File: src/rtl/wrdat_seq.sv
module wrdat_seq #(
  parameter int FIFO_DEPTH = 16,
  parameter int LEN_W      = 4,
  parameter int CNT_W      = 4,
  parameter int BUSY_TMO   = 64
) (
  input  logic             clk,
  input  logic             rst_n,
  input  logic [1:0]       mode,
  input  logic [LEN_W-1:0] blk_len,
  input  logic [CNT_W-1:0] blk_cnt,
  input  logic             cmd_start,
  input  logic             cmd_resp_ok,
  input  logic             cmd_timeout,
  input  logic             data_en,
  input  logic             cmd_off,
  input  logic             fifo_wr,
  input  logic [7:0]       fifo_wdata,
  input  logic             fifo_clr,
  input  logic [6:0]       flag_clr,
  input  logic             dat_in,
  output logic             dat_out,
  output logic             dat_oe,
  output logic             stop_req,
  output logic             busy,
  output logic             dt_busy,
  output logic [6:0]       flags
);
  localparam int AW     = $clog2(FIFO_DEPTH);
  localparam int TW     = LEN_W + 5;
  localparam int TMO_W  = $clog2(BUSY_TMO);
  localparam logic [AW:0] DEPTH_L = FIFO_DEPTH[AW:0];

  typedef enum logic [3:0] {S_IDLE, S_WRSP, S_ARM, S_TX, S_TURN, S_TOK, S_BSY, S_PAUSE, S_SUSP} st_t;
  st_t st, st_n;

  logic [7:0]       mem [FIFO_DEPTH];
  logic [AW-1:0]    wp, rp;
  logic [AW:0]      fcnt;
  logic [TW-1:0]    tc, nd;
  logic [7:0]       sh;
  logic [15:0]      crc;
  logic [3:0]       tok;
  logic [CNT_W-1:0] bdone;
  logic [TMO_W-1:0] tmo;
  logic             low_seen, stop_n;
  logic [6:0]       fset;

  wire push     = fifo_wr && (fcnt < DEPTH_L);
  wire clr_ok   = fifo_clr && (st == S_IDLE);
  wire enough   = int'(fcnt) >= int'(blk_len);
  assign nd     = TW'({blk_len, 3'b000});
  wire in_data  = (tc != '0) && (tc <= nd);
  wire in_crc   = (tc > nd) && (tc <= nd + TW'(16));
  wire tc_last  = (tc == nd + TW'(17));
  wire [2:0] bib = tc[2:0] - 3'd1;
  wire load_b   = (st == S_TX) && ((tc == '0) || (in_data && bib == 3'd7 && tc != nd));
  wire last_blk = (bdone + 1'b1) == blk_cnt;

  assign busy   = (st != S_IDLE);
  assign dat_oe = (st == S_TX);
  assign dat_out = (st != S_TX) ? 1'b1 :
                   (tc == '0)   ? 1'b0 :
                   in_data      ? sh[7] :
                   in_crc       ? crc[15] : 1'b1;

  always_comb begin
    st_n   = st;
    fset   = '0;
    stop_n = 1'b0;
    case (st)
      S_IDLE: if (cmd_start) st_n = S_WRSP;
      S_WRSP: begin
        if (cmd_timeout) begin
          fset[0] = 1'b1;
          st_n = S_IDLE;
        end else if (cmd_resp_ok) st_n = S_ARM;
      end
      S_ARM, S_PAUSE, S_SUSP: begin
        if (cmd_off) begin
          stop_n = 1'b1;
          st_n = S_IDLE;
        end else if (data_en) begin
          if (enough) st_n = S_TX;
          else begin
            fset[2] = 1'b1;
            st_n = S_SUSP;
          end
        end
      end
      S_TX:   if (tc_last) st_n = S_TURN;
      S_TURN: if (tc == TW'(1)) st_n = S_TOK;
      S_TOK: begin
        if (tc == TW'(4)) begin
          if ({tok, dat_in} == 5'b00101) st_n = S_BSY;
          else begin
            fset[5] = 1'b1;
            st_n = S_IDLE;
          end
        end
      end
      S_BSY: begin
        if (dat_in) begin
          fset[4] = low_seen;
          case (mode)
            2'd1: begin fset[1] = 1'b1; st_n = S_PAUSE; end
            2'd2: begin
              if (last_blk) begin fset[3] = 1'b1; st_n = S_IDLE; end
              else if (enough) st_n = S_TX;
              else begin fset[2] = 1'b1; st_n = S_SUSP; end
            end
            default: begin fset[1] = 1'b1; st_n = S_IDLE; end
          endcase
        end else if (tmo == TMO_W'(BUSY_TMO - 1)) begin
          fset[6] = 1'b1;
          st_n = S_IDLE;
        end
      end
      default: st_n = S_IDLE;
    endcase
  end

  always_ff @(posedge clk) begin
    if (push) mem[wp] <= fifo_wdata;
  end

  always_ff @(posedge clk or negedge rst_n) begin
    if (!rst_n) begin
      wp <= '0; rp <= '0; fcnt <= '0;
    end else if (clr_ok) begin
      wp <= '0; rp <= '0; fcnt <= '0;
    end else begin
      if (push)   wp <= wp + 1'b1;
      if (load_b) rp <= rp + 1'b1;
      fcnt <= fcnt + (AW+1)'(push) - (AW+1)'(load_b);
    end
  end

  always_ff @(posedge clk or negedge rst_n) begin
    if (!rst_n) begin
      st <= S_IDLE; tc <= '0; sh <= '0; crc <= '0; tok <= '0;
      bdone <= '0; tmo <= '0; low_seen <= 1'b0; dt_busy <= 1'b0;
      flags <= '0; stop_req <= 1'b0;
    end else begin
      st       <= st_n;
      tc       <= (st_n != st) ? '0 : tc + 1'b1;
      stop_req <= stop_n;
      flags    <= (flags & ~flag_clr) | fset;
      dt_busy  <= (st_n == S_BSY) && !dat_in;
      if (load_b) sh <= mem[rp];
      else if (st == S_TX && in_data) sh <= {sh[6:0], 1'b0};
      if (st == S_TX && tc == '0) crc <= '0;
      else if (st == S_TX && in_data) crc <= {crc[14:0], 1'b0} ^ ((crc[15] ^ sh[7]) ? 16'h1021 : 16'h0000);
      else if (st == S_TX && in_crc) crc <= {crc[14:0], 1'b0};
      if (st == S_TOK) tok <= {tok[2:0], dat_in};
      if (st == S_WRSP) bdone <= '0;
      else if (st == S_BSY && dat_in) bdone <= bdone + 1'b1;
      if (st == S_BSY && !dat_in) tmo <= tmo + 1'b1;
      else tmo <= '0;
      if (st != S_BSY) low_seen <= 1'b0;
      else if (!dat_in) low_seen <= 1'b1;
    end
  end
endmodule

File: config.mk
export PLATFORM = sky130hd
export DESIGN_NAME = wrdat_seq
export DESIGN_NICKNAME = d
export VERILOG_FILES = /design/src/rtl/wrdat_seq.sv
export SDC_FILE = /design/constraint.sdc
export NUM_CORES = 1
export LEC_CHECK = 0
export ABC_AREA = 1
export BUFFER_PORTS_ARGS = -buffer_cell sky130_fd_sc_hd__buf_2
export CAP_MARGIN = 25
export CORE_UTILIZATION = 53
export DETAILED_ROUTE_END_ITERATION = 10
export PLACE_DENSITY = 0.67
export SLEW_MARGIN = 20
export SYNTH_ARGS = -nofsm -noshare
export SYNTH_HDL_FRONTEND = slang
export SYNTH_SLANG_ARGS = --single-unit
File: constraint.sdc
create_clock -name clk -period 7.6 [get_ports clk]
set_input_delay 0.38 -clock clk [delete_from_list [all_inputs] [get_ports clk]]
set_output_delay 0.38 -clock clk [all_outputs]
set_load 0.1 [all_outputs]
Word-level counts from Yosys, hierarchy flattened
Memory sizes are Yosys's and may differ from the RTL's. Cells that the tools add are included.

Register bits: 74. Latch bits: 0. Memory bits (writable): 128. ROM bits: 0. Input port bits: 35. Output and inout port bits: 12. Memories kept: 1.

Add/sub/neg operators: 10. $mul: 0. Div/mod/pow operators: 0. $lt $le $gt $ge: 5. Eq/ne operators: 23. Shifts and indexed selects: 0. Muxes and demuxes: 59. Bitwise logic cells: 5. Reductions and logical operators: 25.

Memory list: mem (depth 16, bits a word 8, rd ports 1, clocked after memory_dff 0, wr ports 1, line 37) `logic [7:0] mem [FIFO_DEPTH];`.

Operator list (count): $mux W4 (19); $mux W16 (3); $pmux W4 S7 (1); $mux W1 (25); $eq A4 B3 Y1 const B (5); $add A7 B5 Y8 const B (2); $mux W8 (2); $xor A16 B13 Y16 (1); $logic_and A1 B1 Y1 (13); $mux W13 (1); $add A4 B1 Y4 const B (3); $add A9 B1 Y9 const B (1); $eq A9 B1 Y1 const B (1); $eq A9 B3 Y1 const B (1); $eq A9 B8 Y1 (1); $gt A9 B7 Y1 (1); $le A9 B7 Y1 (1); $le A9 B8 Y1 (1); $logic_not A9 Y1 (1); $mux W9 (1); $ne A9 B7 Y1 (1); $reduce_bool A9 Y1 (1); $eq A4 B2 Y1 const B (2); $pmux W4 S2 (1); 34 further kinds (38).

Depth between registers and ports, before layout
Depth after elaboration: 8. Depth in mapped cells: 18. Gate-level depth less buffers: 18.

Least setup slack after synthesis
No wires, ideal clock.

Path kind: register -> register. From: register tc[4]. To: register fcnt[4]. Setup time: 0.119 ns. Data arrival time: 2.765 ns. Required time: 7.481 ns. Path slack: 4.715 ns. Stages on the path, launching flop included: 18. Path buffers: 0. Period minus slack after synthesis: 2.885 ns. Path through: dfrtp_1 ha_1 inv_1 nor2_1 o21ai_0 nand3_1 nand2_1 nand2_1 a21oi_1 ha_1 inv_1 ha_1 fa_1 nand2_1 nand2_1 a21oi_1 xor2_1 nor2_1.

Cells in the longest elaborated chain, start to end: 8.

Ends and longest elaborated chain: start, declared (line 40) `logic [TW-1:0] tc, nd;`; start signal, assigned (line 146) `tc <= (st_n != st) ? '0 : tc + 1'b1;`; $le A9 B7 Y1 / $reduce_bool A9 Y1 (equally long branches) (line 53) `wire in_data = (tc != '0) && (tc <= nd);`; $logic_and A1 B1 Y1 (line 53); $logic_and A1 B1 Y1 (2 in series) (line 57) `wire load_b = (st == S_TX) && ((tc == '0) || (in_data && bib == 3'd7 && tc != nd));`; $logic_or A1 B1 Y1 (*) (line 57); $logic_and A1 B1 Y1 (*) (line 57); $sub A5 B1 Y5 (*) (line 135) `fcnt <= fcnt + (AW+1)'(push) - (AW+1)'(load_b);`; $mux W5 (*) (line 130) `end else if (clr_ok) begin`; end signal, assigned (line 135); end, declared (line 39) `logic [AW:0] fcnt;`.

Every way passes the cells marked *; elsewhere a longest branch is shown, timed or not. A chain may end at the register's enable or synchronous reset.

Worst setup path in the final report
Same ends and word-level chain as after synthesis.

==> flow_summary.ini <==
[synth]
synth_top_area_frac = 0.407
synth-edff-count = 128
synth_area_per_cell_um2 = 10.1
synth_nets = 1002
syn_area_mm2 = 0.00944
synth_compound_area_frac = 0.107
yosys-top-cells-count = nand2_1, edfxtp_1, nor2_1, inv_1, o21ai_0
async_flop_share = 0.366
synthMuxAreaShare = 0
yosysSeqAreaShare = 0.603
synth_xor_area_frac = 0.0102
yosys_warnings = 0
ys_types = 44
synthAdderAreaFrac = 0.0432
yosys-top-cells-area = edfxtp_1, dfrtp_1, nand2_1, nor2_1, o21ai_0
yosys.area_share.simple = 0.180
synth_most_common_cell = nand2_1
synth-seq-cells = 202
synth_largest_area_cell = edfxtp_1
synth_top_family_by_area = simple AND/OR/NAND/NOR gates
synth_cells = 935
synth_top_flop_cell = edfxtp_1

[grt]
grt-ovfl-total = 0
grt_util_met2 = 0.378
use_met1 = 0.324
grt_usage = 0.232
grt_max_degree = 75
gr-max-usage-layer = met2
grt_pass1_vias = 6490
met3_usage = 0.0325
grt_pass1_wl_um = 33000
grt_antenna_before_repair = 0

[worst_setup_path]
cp_num_buf_inv = 2
crit_required_ps = 7980
crit_family = adder cells
worstSetupStartpoint = tc[4]$_DFF_PN0_
crit_top_cell = nand2_1
cp-start-kind = register
reg2reg_depth = 17
reg2reg_to = fcnt[4]$_DFF_PN0_
end_kind = register
worstPathArrival_ps = 3750
cp_slowest_cell = dfrtp_1
timing.rr.start = tc[4]$_DFF_PN0_
path_class = reg2reg
slowest_delay_ps = 470
crit_chain = ha_1 > inv_1 > nor2_1 > o21ai_0 > nand3_1 > nand2_1 > nand2_1 > a21oi_1 > ha_1 > inv_1 > ha_1 > fa_1 > nand2_1 > nand2_1 > a21oi_1 > xor2_1 > nor2_1
rrSetupSlack_ps = 4230
path_max_fanout = 7

[place]
io_buffers = 46
dpl_cell_area_mm2 = 0.00984
dp_hpwl_um = 13400
gp_congestion = 0.887

[die]
chipWidth_um = 135
die_y_um = 135
rows = 48
ios = 47
core_area_mm2 = 0.0174
initial_core_util = 0.544
die_area_mm2 = 0.0184

[routing]
ant_nets = 0
viasPerCell = 5.45
firstDrtPassIters = 5
drcViolationCount = 0
routed_wl_um = 20100
num_vias = 6665
post_drt_wl_per_cell_um = 16.4
drt_iter0_drc = 526

[sta]
slew_headroom = 0.353
rsz0062_at_grt = no
post-route-period-util = 0.443
skew_ps = 13.2
fin_tns_setup_ps = 0
slew_viol_final = 0
max_freq_ghz = 0.297
fin_crit_ps = 3370
worstMarginPinSlew_ps = 967
whs_ps = 58.4
hold_viol_final = 0
setup_violations = 0

[hold_path]
hold_class = in2reg
whs_path_depth = 2
whs_endpoint = flags[6]$_DFF_PN0_
hold_path.startpoint = flag_clr[6]

[power]
powerDensity_mw_per_mm2 = 314
power_mw = 3.34
p_leak_nw = 4.46
ir_worst_vdd_mv = 0.221

[clock_tree]
cts.sinks = 202
clkSlewWorstSetupHoldPaths_ps = 60
cts_max_level = 1
cts_tree = done
ctsResizeCount = 0
ctsLongestPathBuffers = 3
worstSkewPairLatency_ps = 500
cts-root-buf = clkbuf_16
numCtsBuffers = 22

[layout]
drive_gt1_frac = 0.127
diodes = 0
fin_area_mm2 = 0.0106
syn_to_final_growth_pct = 12.6
final_util = 0.613
layout.nets = 1049

[flow_run]
cap_violations = 0

[run_status]
status = complete, no violations
-- registers in the layout, summed over array words and instances, names as in the netlist, 4 cells and up --
signal,count
wp,4
sh,8
tmo,6
mem,128
flags,7
bdone,4
crc,16
fcnt,5
st,4
tc,9
rp,4
tok,4
-- layout by cell type, fill, tap and decap left out, types with 5 or more instances in the layout --
| master | synthesis | routed |
|---|---|---|
| a21oi_1 | 23 | 23 |
| nand3_1 | 48 | 48 |
| clkbuf_16 | 0 | 22 |
| nand4_1 | 7 | 7 |
| clkinv_1 | 1 | 6 |
| buf_2 | 5 | 45 |
| o22ai_1 | 15 | 15 |
| o21ai_0 | 84 | 84 |
| nor2_1 | 125 | 125 |
| nor2_2 | 9 | 9 |
| nand2_2 | 10 | 10 |
| o221ai_1 | 21 | 21 |
| dfrtp_1 | 74 | 73 |
| nor3_1 | 8 | 8 |
| xor2_1 | 7 | 7 |
| ha_1 | 31 | 31 |
| nand3b_1 | 6 | 6 |
| edfxtp_1 | 128 | 128 |
| buf_4 | 1 | 5 |
| inv_2 | 9 | 9 |
| inv_1 | 93 | 92 |
| nand2_1 | 162 | 162 |
| o211ai_1 | 14 | 14 |
-- cell type report --
cell class | count | area, um2
multi-input combinational | 599 | 3210
tap | 225 | 282
clock buffer | 26 | 576
sequential | 202 | 5700
timing repair buffer | 53 | 320
clock inverter | 14 | 158
inverter | 104 | 393
fill | 1406 | 6720
-- stage by stage --
step / setup slack (ps) / cells
after floorplan: 4720 / 935
after global placement: 4260 / 1180
after detailed placement: 4140 / 1180
after CTS: 4220 / 1220
after global routing: 3910 / 1223
final: 4230 / 1223
-- worst max path at each step --
stage / endpoint / slack, ps / depth (start not counted)
floorplan: fcnt[4]$_DFF_PN0_ / 4720 / 17
global placement: fcnt[4]$_DFF_PN0_ / 4260 / 19
detailed placement: fcnt[4]$_DFF_PN0_ / 4140 / 19
CTS: fcnt[4]$_DFF_PN0_ / 4220 / 17
global route: fcnt[4]$_DFF_PN0_ / 3910 / 17
finish: fcnt[4]$_DFF_PN0_ / 4230 / 17
-- cell families after synthesis --
logic type	count (synthesis)
adder cells (fa/ha/maj)	32
buffers and inverters	134
AO/OA/AOI/OAI	167
AND/OR/NAND/NOR	389
flip-flops	202
XOR/XNOR	11
-- report_power, final --
part | internal (mW) | total, mW | switching [mW]
Clock | 0.645 | 1.06 | 0.420
Sequential | 1.28 | 1.35 | 0.0688
Combinational | 0.268 | 0.921 | 0.652
Total | 2.20 | 3.34 | 1.14
-- metal layers --
layer	vias to the layer above	part of all wire
li1	3295	-
met1	3157	0.47
met2	184	0.47
met3	29	0.049
met4	0	0.017
met5	-	0
-- timing repair --
action	4_1_cts	5_1_grt
endpoints found under the hold margin	0	36
setup buffers	0	0
hold buffers	0	1
Power figures use the tool's default switching activity.
